<file path="src/rtl/trap_route_pkg.sv">
package trap_route_pkg;

    parameter int XLEN  = 64;
    parameter int NIRQ  = 12;
    parameter int CODEW = 4;
    parameter int STW   = 16;
    parameter int NPRIO = 6;

    typedef enum logic [1:0] {
        PRIV_U = 2'd0,
        PRIV_S = 2'd1,
        PRIV_M = 2'd3
    } priv_e;

    typedef enum logic [2:0] {
        SEL_MSTAT  = 3'd0,
        SEL_SSTAT  = 3'd1,
        SEL_EDELEG = 3'd2,
        SEL_IDELEG = 3'd3,
        SEL_MEN    = 3'd4,
        SEL_SEN    = 3'd5,
        SEL_MPEND  = 3'd6,
        SEL_SPEND  = 3'd7
    } reg_sel_e;

    typedef struct packed {
        priv_e mpp;
        logic  spp;
        logic  mpie;
        logic  spie;
        logic  mie;
        logic  sie;
    } status_t;

    localparam int B_SIE  = 1;
    localparam int B_MIE  = 3;
    localparam int B_SPIE = 5;
    localparam int B_MPIE = 7;
    localparam int B_SPP  = 8;
    localparam int B_MPP  = 11;

    localparam int NOCALL_M_CODE = 11;

    localparam logic [NIRQ-1:0] SINT_MASK = 12'h222;
    localparam logic [NIRQ-1:0] EN_MASK   = 12'hAAA;
    localparam logic [NIRQ-1:0] HW_MASK   = 12'hA88;
    localparam logic [STW-1:0]  SVIEW     = 16'h0122;

    // Highest priority first
    localparam int IRQ_ORDER [NPRIO] = '{11, 3, 7, 9, 1, 5};

    function automatic logic [STW-1:0] status_word(input status_t s);
        logic [STW-1:0] w;
        w = '0;
        w[B_SIE]           = s.sie;
        w[B_MIE]           = s.mie;
        w[B_SPIE]          = s.spie;
        w[B_MPIE]          = s.mpie;
        w[B_SPP]           = s.spp;
        w[B_MPP+1:B_MPP]   = s.mpp;
        return w;
    endfunction

    function automatic status_t status_from(input logic [STW-1:0] w);
        status_t s;
        s.sie  = w[B_SIE];
        s.mie  = w[B_MIE];
        s.spie = w[B_SPIE];
        s.mpie = w[B_MPIE];
        s.spp  = w[B_SPP];
        // Reserved encoding 2 folds to U
        s.mpp  = (w[B_MPP+1:B_MPP] == 2'b10) ? PRIV_U : priv_e'(w[B_MPP+1:B_MPP]);
        return s;
    endfunction

endpackage

</file>
<file path="src/rtl/trap_route_irq_sel.sv">
module trap_route_irq_sel
    import trap_route_pkg::*;
(
    input  logic [NIRQ-1:0]  pend,
    input  logic [NIRQ-1:0]  en,
    input  logic [NIRQ-1:0]  deleg,
    input  priv_e            priv,
    input  logic             m_ie,
    input  logic             s_ie,
    output logic             irq_valid,
    output logic             irq_to_s,
    output logic [CODEW-1:0] irq_code
);

    logic            m_open;
    logic            s_open;
    logic [NIRQ-1:0] ready;

    assign m_open = (priv != PRIV_M) || m_ie;
    assign s_open = (priv == PRIV_U) || ((priv == PRIV_S) && s_ie);

    for (genvar i = 0; i < NIRQ; i++) begin : g_ready
        assign ready[i] = pend[i] && en[i] && (deleg[i] ? s_open : m_open);
    end

    always_comb begin
        irq_valid = 1'b0;
        irq_to_s  = 1'b0;
        irq_code  = '0;
        // Walk lowest priority first so the highest ready one wins
        for (int k = NPRIO - 1; k >= 0; k--) begin
            if (ready[IRQ_ORDER[k]]) begin
                irq_valid = 1'b1;
                irq_to_s  = deleg[IRQ_ORDER[k]];
                irq_code  = CODEW'(IRQ_ORDER[k]);
            end
        end
    end

endmodule

</file>
<file path="src/rtl/trap_route_exc.sv">
module trap_route_exc
    import trap_route_pkg::*;
#(
    parameter int W = XLEN
) (
    input  logic [CODEW-1:0] code,
    input  logic [W-1:0]     addr,
    input  logic [W-1:0]     edeleg,
    input  priv_e            priv,
    output logic             to_s,
    output logic [W-1:0]     tval
);

    assign to_s = (priv != PRIV_M) && edeleg[code];

    always_comb begin
        case (code)
            4'd0:                tval = {addr[W-1:1], 1'b0};
            4'd3, 4'd4, 4'd6:    tval = addr;
            default:             tval = '0;
        endcase
    end

endmodule

</file>
<file path="src/rtl/trap_route_state.sv">
module trap_route_state
    import trap_route_pkg::*;
#(
    parameter int W = XLEN
) (
    input  logic            clk,
    input  logic            rst,
    input  logic            take,
    input  logic            take_s,
    input  logic            ret_valid,
    input  logic            ret_is_s,
    input  logic            we,
    input  reg_sel_e        sel,
    input  logic [W-1:0]    wdata,
    output priv_e           priv_q,
    output status_t         st_q,
    output logic [W-1:0]    edeleg_q,
    output logic [NIRQ-1:0] ideleg_q,
    output logic [NIRQ-1:0] en_q,
    output logic [NIRQ-1:0] swpend_q
);

    localparam logic [W-1:0] EDELEG_MASK = ~(W'(1) << NOCALL_M_CODE);

    logic m_wr;
    logic s_wr;

    assign m_wr = (priv_q == PRIV_M);
    assign s_wr = (priv_q != PRIV_U);

    always_ff @(posedge clk) begin
        if (rst) begin
            priv_q   <= PRIV_M;
            st_q     <= '0;
            edeleg_q <= '0;
            ideleg_q <= '0;
            en_q     <= '0;
            swpend_q <= '0;
        end else if (take) begin
            if (take_s) begin
                st_q.spp  <= (priv_q == PRIV_S);
                st_q.spie <= st_q.sie;
                st_q.sie  <= 1'b0;
                priv_q    <= PRIV_S;
            end else begin
                st_q.mpp  <= priv_q;
                st_q.mpie <= st_q.mie;
                st_q.mie  <= 1'b0;
                priv_q    <= PRIV_M;
            end
        end else if (ret_valid && !ret_is_s && m_wr) begin
            priv_q    <= st_q.mpp;
            st_q.mie  <= st_q.mpie;
            st_q.mpie <= 1'b1;
            st_q.mpp  <= PRIV_U;
        end else if (ret_valid && ret_is_s && s_wr) begin
            priv_q    <= st_q.spp ? PRIV_S : PRIV_U;
            st_q.sie  <= st_q.spie;
            st_q.spie <= 1'b1;
            st_q.spp  <= 1'b0;
        end else if (we) begin
            case (sel)
                SEL_MSTAT:  if (m_wr) st_q <= status_from(wdata[STW-1:0]);
                SEL_SSTAT:  if (s_wr) begin
                    st_q.sie  <= wdata[B_SIE];
                    st_q.spie <= wdata[B_SPIE];
                    st_q.spp  <= wdata[B_SPP];
                end
                SEL_EDELEG: if (m_wr) edeleg_q <= wdata & EDELEG_MASK;
                SEL_IDELEG: if (m_wr) ideleg_q <= wdata[NIRQ-1:0] & SINT_MASK;
                SEL_MEN:    if (m_wr) en_q <= wdata[NIRQ-1:0] & EN_MASK;
                SEL_SEN:    if (s_wr) en_q <= (en_q & ~SINT_MASK) | (wdata[NIRQ-1:0] & SINT_MASK);
                SEL_MPEND:  if (m_wr) swpend_q <= wdata[NIRQ-1:0] & SINT_MASK;
                SEL_SPEND:  if (s_wr) swpend_q[B_SIE] <= wdata[B_SIE];
                default:    ;
            endcase
        end
    end

endmodule

</file>
<file path="src/rtl/trap_route_unit.sv">
module trap_route_unit
    import trap_route_pkg::*;
#(
    parameter int W = XLEN
) (
    input  logic             clk,
    input  logic             rst,
    input  logic             exc_valid,
    input  logic [CODEW-1:0] exc_code,
    input  logic [W-1:0]     exc_addr,
    input  logic [NIRQ-1:0]  hw_irq,
    input  logic             ret_valid,
    input  logic             ret_is_s,
    input  logic             csr_we,
    input  logic [2:0]       csr_sel,
    input  logic [W-1:0]     csr_wdata,
    output logic [W-1:0]     csr_rdata,
    output logic             trap_taken,
    output logic             trap_to_s,
    output logic [W-1:0]     cause_o,
    output logic [W-1:0]     tval_o,
    output logic [1:0]       priv_o
);

    localparam logic [W-1:0] IRQ_FLAG = {1'b1, {(W-1){1'b0}}};

    reg_sel_e         sel;
    priv_e            priv;
    status_t          st;
    logic [W-1:0]     edeleg;
    logic [NIRQ-1:0]  ideleg;
    logic [NIRQ-1:0]  en;
    logic [NIRQ-1:0]  swpend;
    logic [NIRQ-1:0]  pend;
    logic             irq_valid;
    logic             irq_to_s;
    logic [CODEW-1:0] irq_code;
    logic             exc_to_s;
    logic [W-1:0]     exc_tval;

    assign sel  = reg_sel_e'(csr_sel);
    assign pend = swpend | (hw_irq & HW_MASK);

    trap_route_state #(.W(W)) state_i (
        .clk      (clk),
        .rst      (rst),
        .take     (trap_taken),
        .take_s   (trap_to_s),
        .ret_valid(ret_valid),
        .ret_is_s (ret_is_s),
        .we       (csr_we),
        .sel      (sel),
        .wdata    (csr_wdata),
        .priv_q   (priv),
        .st_q     (st),
        .edeleg_q (edeleg),
        .ideleg_q (ideleg),
        .en_q     (en),
        .swpend_q (swpend)
    );

    trap_route_irq_sel irq_i (
        .pend     (pend),
        .en       (en),
        .deleg    (ideleg),
        .priv     (priv),
        .m_ie     (st.mie),
        .s_ie     (st.sie),
        .irq_valid(irq_valid),
        .irq_to_s (irq_to_s),
        .irq_code (irq_code)
    );

    trap_route_exc #(.W(W)) exc_i (
        .code  (exc_code),
        .addr  (exc_addr),
        .edeleg(edeleg),
        .priv  (priv),
        .to_s  (exc_to_s),
        .tval  (exc_tval)
    );

    // Exceptions win over interrupts
    assign trap_taken = exc_valid || irq_valid;
    assign trap_to_s  = exc_valid ? exc_to_s : irq_to_s;
    assign tval_o     = exc_valid ? exc_tval : '0;
    assign priv_o     = priv;

    always_comb begin
        if (exc_valid)      cause_o = W'(exc_code);
        else if (irq_valid) cause_o = IRQ_FLAG | W'(irq_code);
        else                cause_o = '0;
    end

    always_comb begin
        case (sel)
            SEL_MSTAT:  csr_rdata = W'(status_word(st));
            SEL_SSTAT:  csr_rdata = W'(status_word(st) & SVIEW);
            SEL_EDELEG: csr_rdata = edeleg;
            SEL_IDELEG: csr_rdata = W'(ideleg);
            SEL_MEN:    csr_rdata = W'(en);
            SEL_SEN:    csr_rdata = W'(en & SINT_MASK);
            SEL_MPEND:  csr_rdata = W'(pend);
            SEL_SPEND:  csr_rdata = W'(pend & SINT_MASK);
            default:    csr_rdata = '0;
        endcase
    end

endmodule

</file>
<file path="config.mk">
export PLATFORM = sky130hd
export DESIGN_NAME = trap_route_unit
export DESIGN_NICKNAME = d
export VERILOG_FILES = /design/src/rtl/trap_route_pkg.sv /design/src/rtl/trap_route_irq_sel.sv /design/src/rtl/trap_route_exc.sv /design/src/rtl/trap_route_state.sv /design/src/rtl/trap_route_unit.sv
export SDC_FILE = /design/constraint.sdc
export NUM_CORES = 1
export LEC_CHECK = 0
export ABC_AREA = 1
export BUFFER_PORTS_ARGS = -buffer_cell sky130_fd_sc_hd__buf_4
export CAP_MARGIN = 40
export CORE_AREA = 2 2 135 137
export CTS_CLUSTER_SIZE = 40
export DETAILED_ROUTE_END_ITERATION = 10
export DIE_AREA = 0 0 137 139
export PLACE_DENSITY = 0.62
export SYNTH_ARGS = -nofsm -noshare
export SYNTH_HDL_FRONTEND = slang
export SYNTH_SLANG_ARGS = --single-unit
</file>
<file path="constraint.sdc">
create_clock -name clk -period 2.75 [get_ports clk]
set_input_delay 0.1375 -clock clk [delete_from_list [all_inputs] [get_ports clk]]
set_output_delay 0.1375 -clock clk [all_outputs]
set_load 0.02 [all_outputs]
</file>
==> impl_results.md <==
- Status: finished, final reports clean
- Fin crit period: about 2.4 ns
- Die Wd: roughly 140 µm
- Die area: approximately 19000 µm²
- # IOs: about 350
- Crit path arrival time: 2.65 ns
- Yosys warns: 0
- Vias per std cell: between 4 and 5
- Mapped Cells: 1005
- Share of cells above drive strength 1: 0.259
- Crit path kind: register to register
- Cell Area, Synth: ~5800 µm²
- Share of the yosys chip area belonging to registers: 0.291
- H-tree Lvls: 3
- Fin cells: roughly 1.5k
- Placer Congestion: 0.916
- Worst reg2reg setup slack: about 0.38 ns
- Leakage: roughly 4.2 nW
- Setup crit end kind: register
- Gr ovfl total: 0
- Clk_lat worst skew: about 0.34 ns
- FMAX: 422 MHz
- Tcrit/Tclk final: 0.861
- CTS Root Cell: clkbuf_16
- Synth unique cells: 36
- Peak supply drop: 275 µV
- DRT Wirelength: 21000 µm
- Cell area power density: 400 nW/µm²
- First-pass GRT wire length: 32200 µm
- Number of DRC markers in iteration 0: between 300 and 400
- Post-route DRC: 0
- #FFs+latches synth: 84
- Final setup TNS: 0 ns
- Vias in the first global route: approximately 6.0k
- Initial antenna violation count: 1
- Top cell type's share of synthesized area: 0.291
- Syn-to-layout area delta: 41.6%
- Post-CTS sizing: 0
- ANT nets after route: 0
- Deepest clock path buffer count: 2
- TritonCTS Sinks: 84
- CTS Buf Count: 9
- Fin. Hold Viols: 0
- Die height: between 100 and 150 µm
- Initial DRT Pass Iterations: 5
- Top post-synthesis cells by area: dfxtp_1 29%, nor2_1 15%, inv_1 11%
- Most used DFF post-synth: dfxtp_1
- DR WL/cell: roughly 14 µm
- CTS tree: built
- Endpoints failing setup: 0
- Gr usage total: 0.214
- Core box area: approximately 18000 µm²
- Post-synth EDFFs: 0
- RSZ-0062 raised after global routing: no
- Dpl cells: 1473
- Required @ worst endpoint: slightly above 3 ns
- Worst slew pin tran: around 0.57 ns
- Normalized max-slew margin: 0.622
- Final Slew Violations: 0
- Max_cap viols: 0
- Cell taking the most area after synthesis: dfxtp_1
- Ys async rst share: 0
- Worst min-delay path category: input port to register
- Placement Rows: between 40 and 50
- Hold slack final: 0.0236 ns
- DP HPWL: 15700 µm
- Largest net degree at the start of global routing: 134
- Crit Path Max Fanout: 133
- Final Skew: between 0.008 and 0.009 ns
- Via count: around 6.7k
- Clock-pin slew on the worst setup and hold paths: roughly 0.07 ns
- Final nets: 1409
- # Post-CTS Setup Buffers: 0
- Syn Area/Cell: approximately 5.8 µm²
- PortBufs: roughly 280
- Crit path launch type: register
- Effective utilization at floorplan: 0.328
worst paths after layout:
kind,cells past startpoint,start,end
max,13,state_i.priv_q[0],state_i.edeleg_q[17]
min,3,csr_wdata[43],state_i.edeleg_q[43]
max reg2reg,13,state_i.priv_q[0],state_i.edeleg_q[17]
min reg2reg,2,state_i.ideleg_q[9],state_i.ideleg_q[9]
cell type report:
| type | count | area (µm²) |
|---|---|---|
| Sequential cell | 84 | 1680 |
| Fill cell | 1969 | 9460 |
| Clock inverter | 5 | 61.3 |
| Inverter | 178 | 668 |
| Antenna cell | 1 | 2.50 |
| Timing Repair Buffer | 292 | 2240 |
| Clock buffer | 11 | 233 |
| Tap cell | 229 | 287 |
| Multi-Input combinational cell | 691 | 3020 |
cell usage after synthesis, types with 3 or more instances:
cell type  count
a21oi_1       12
buf_1          3
buf_2          9
buf_4         59
clkbuf_1      37
dfxtp_1       84
inv_1        175
nand2_1      169
nand2_2        5
nand3_1       32
nand4_1        7
nor2_1       230
nor3_1        71
o211ai_1       4
o21ai_0       73
o21bai_1       4
o22ai_1        4
critical path, stage by stage, from the launching register on:
cell	delay, ns
dfxtp_1	0.43
nand2_2	0.18
inv_2	0.13
nand2_2	0.11
o21ai_2	0.11
nand3_2	0.13
nor2_4	0.15
nand2_4	0.11
nor2_4	0.13
nand2_4	0.06
buf_12	0.22
o21ai_0	0.26
nand2_1	0.07
nor2_1	0.08
metal layers:
metal  GRT usage  share of wire  vias up
met5           0              0        -
met4      0.0695          0.022        0
met3      0.0548          0.082       26
met2       0.338           0.45      242
met1       0.283           0.44     3011
li1            -              -     3434
flip-flops by register name, summed over array words and instances (netlist names):
signal and cells:
state_i.st_q 7, state_i.en_q 6, state_i.edeleg_q 63, state_i.swpend_q 3
state_i.ideleg_q 3, state_i.priv_q 2
power breakdown:
part           total (mW)  internal [mW]  switching [mW]
combinational       0.789          0.294           0.495
sequential           1.27           1.25          0.0210
clock                1.22          0.708           0.515
metrics by stage:
step                worst slack, ns  utilization  power (mW)  area [µm²]
global route                  0.155        0.464        3.45        8190
global placement              0.516        0.447        2.08        7890
CTS                           0.466        0.464        3.33        8190
floorplan                     0.675            -        1.80        6000
finish                        0.383        0.464        3.28        8200
detailed placement            0.495        0.447        2.08        7890
cell usage in the layout (no fill, tap or decap), drive strengths merged, types with 2 or more instances in the layout:
master and count:
buf 291, nor2 234, nand2 175, nand3b 2
o21bai 4, nand3 34, clkinvlp 3, a22oi 2
o211ai 4, nor3 73, nand4 7, a21oi 12
o22ai 4, clkinv 2, o21ai 75, conb 59
inv 177, clkbuf 11, dfxtp 84
repair_timing:
action                     4_1_cts  5_1_grt
hold endpoints to repair         1        0
hold buffers                     1        0
setup endpoints to repair        0        0
kinds of logic after synthesis:
| group | Yosys count | share of synthesized area |
|---|---|---|
| AOI/OAI and AO/OA | 105 | 0.0986 |
| buffers and inverters | 288 | 0.230 |
| DFF | 84 | 0.291 |
| other | 1 | 0.000648 |
| and+or+nand+nor | 527 | 0.381 |
Power figures use the tool's default switching activity.
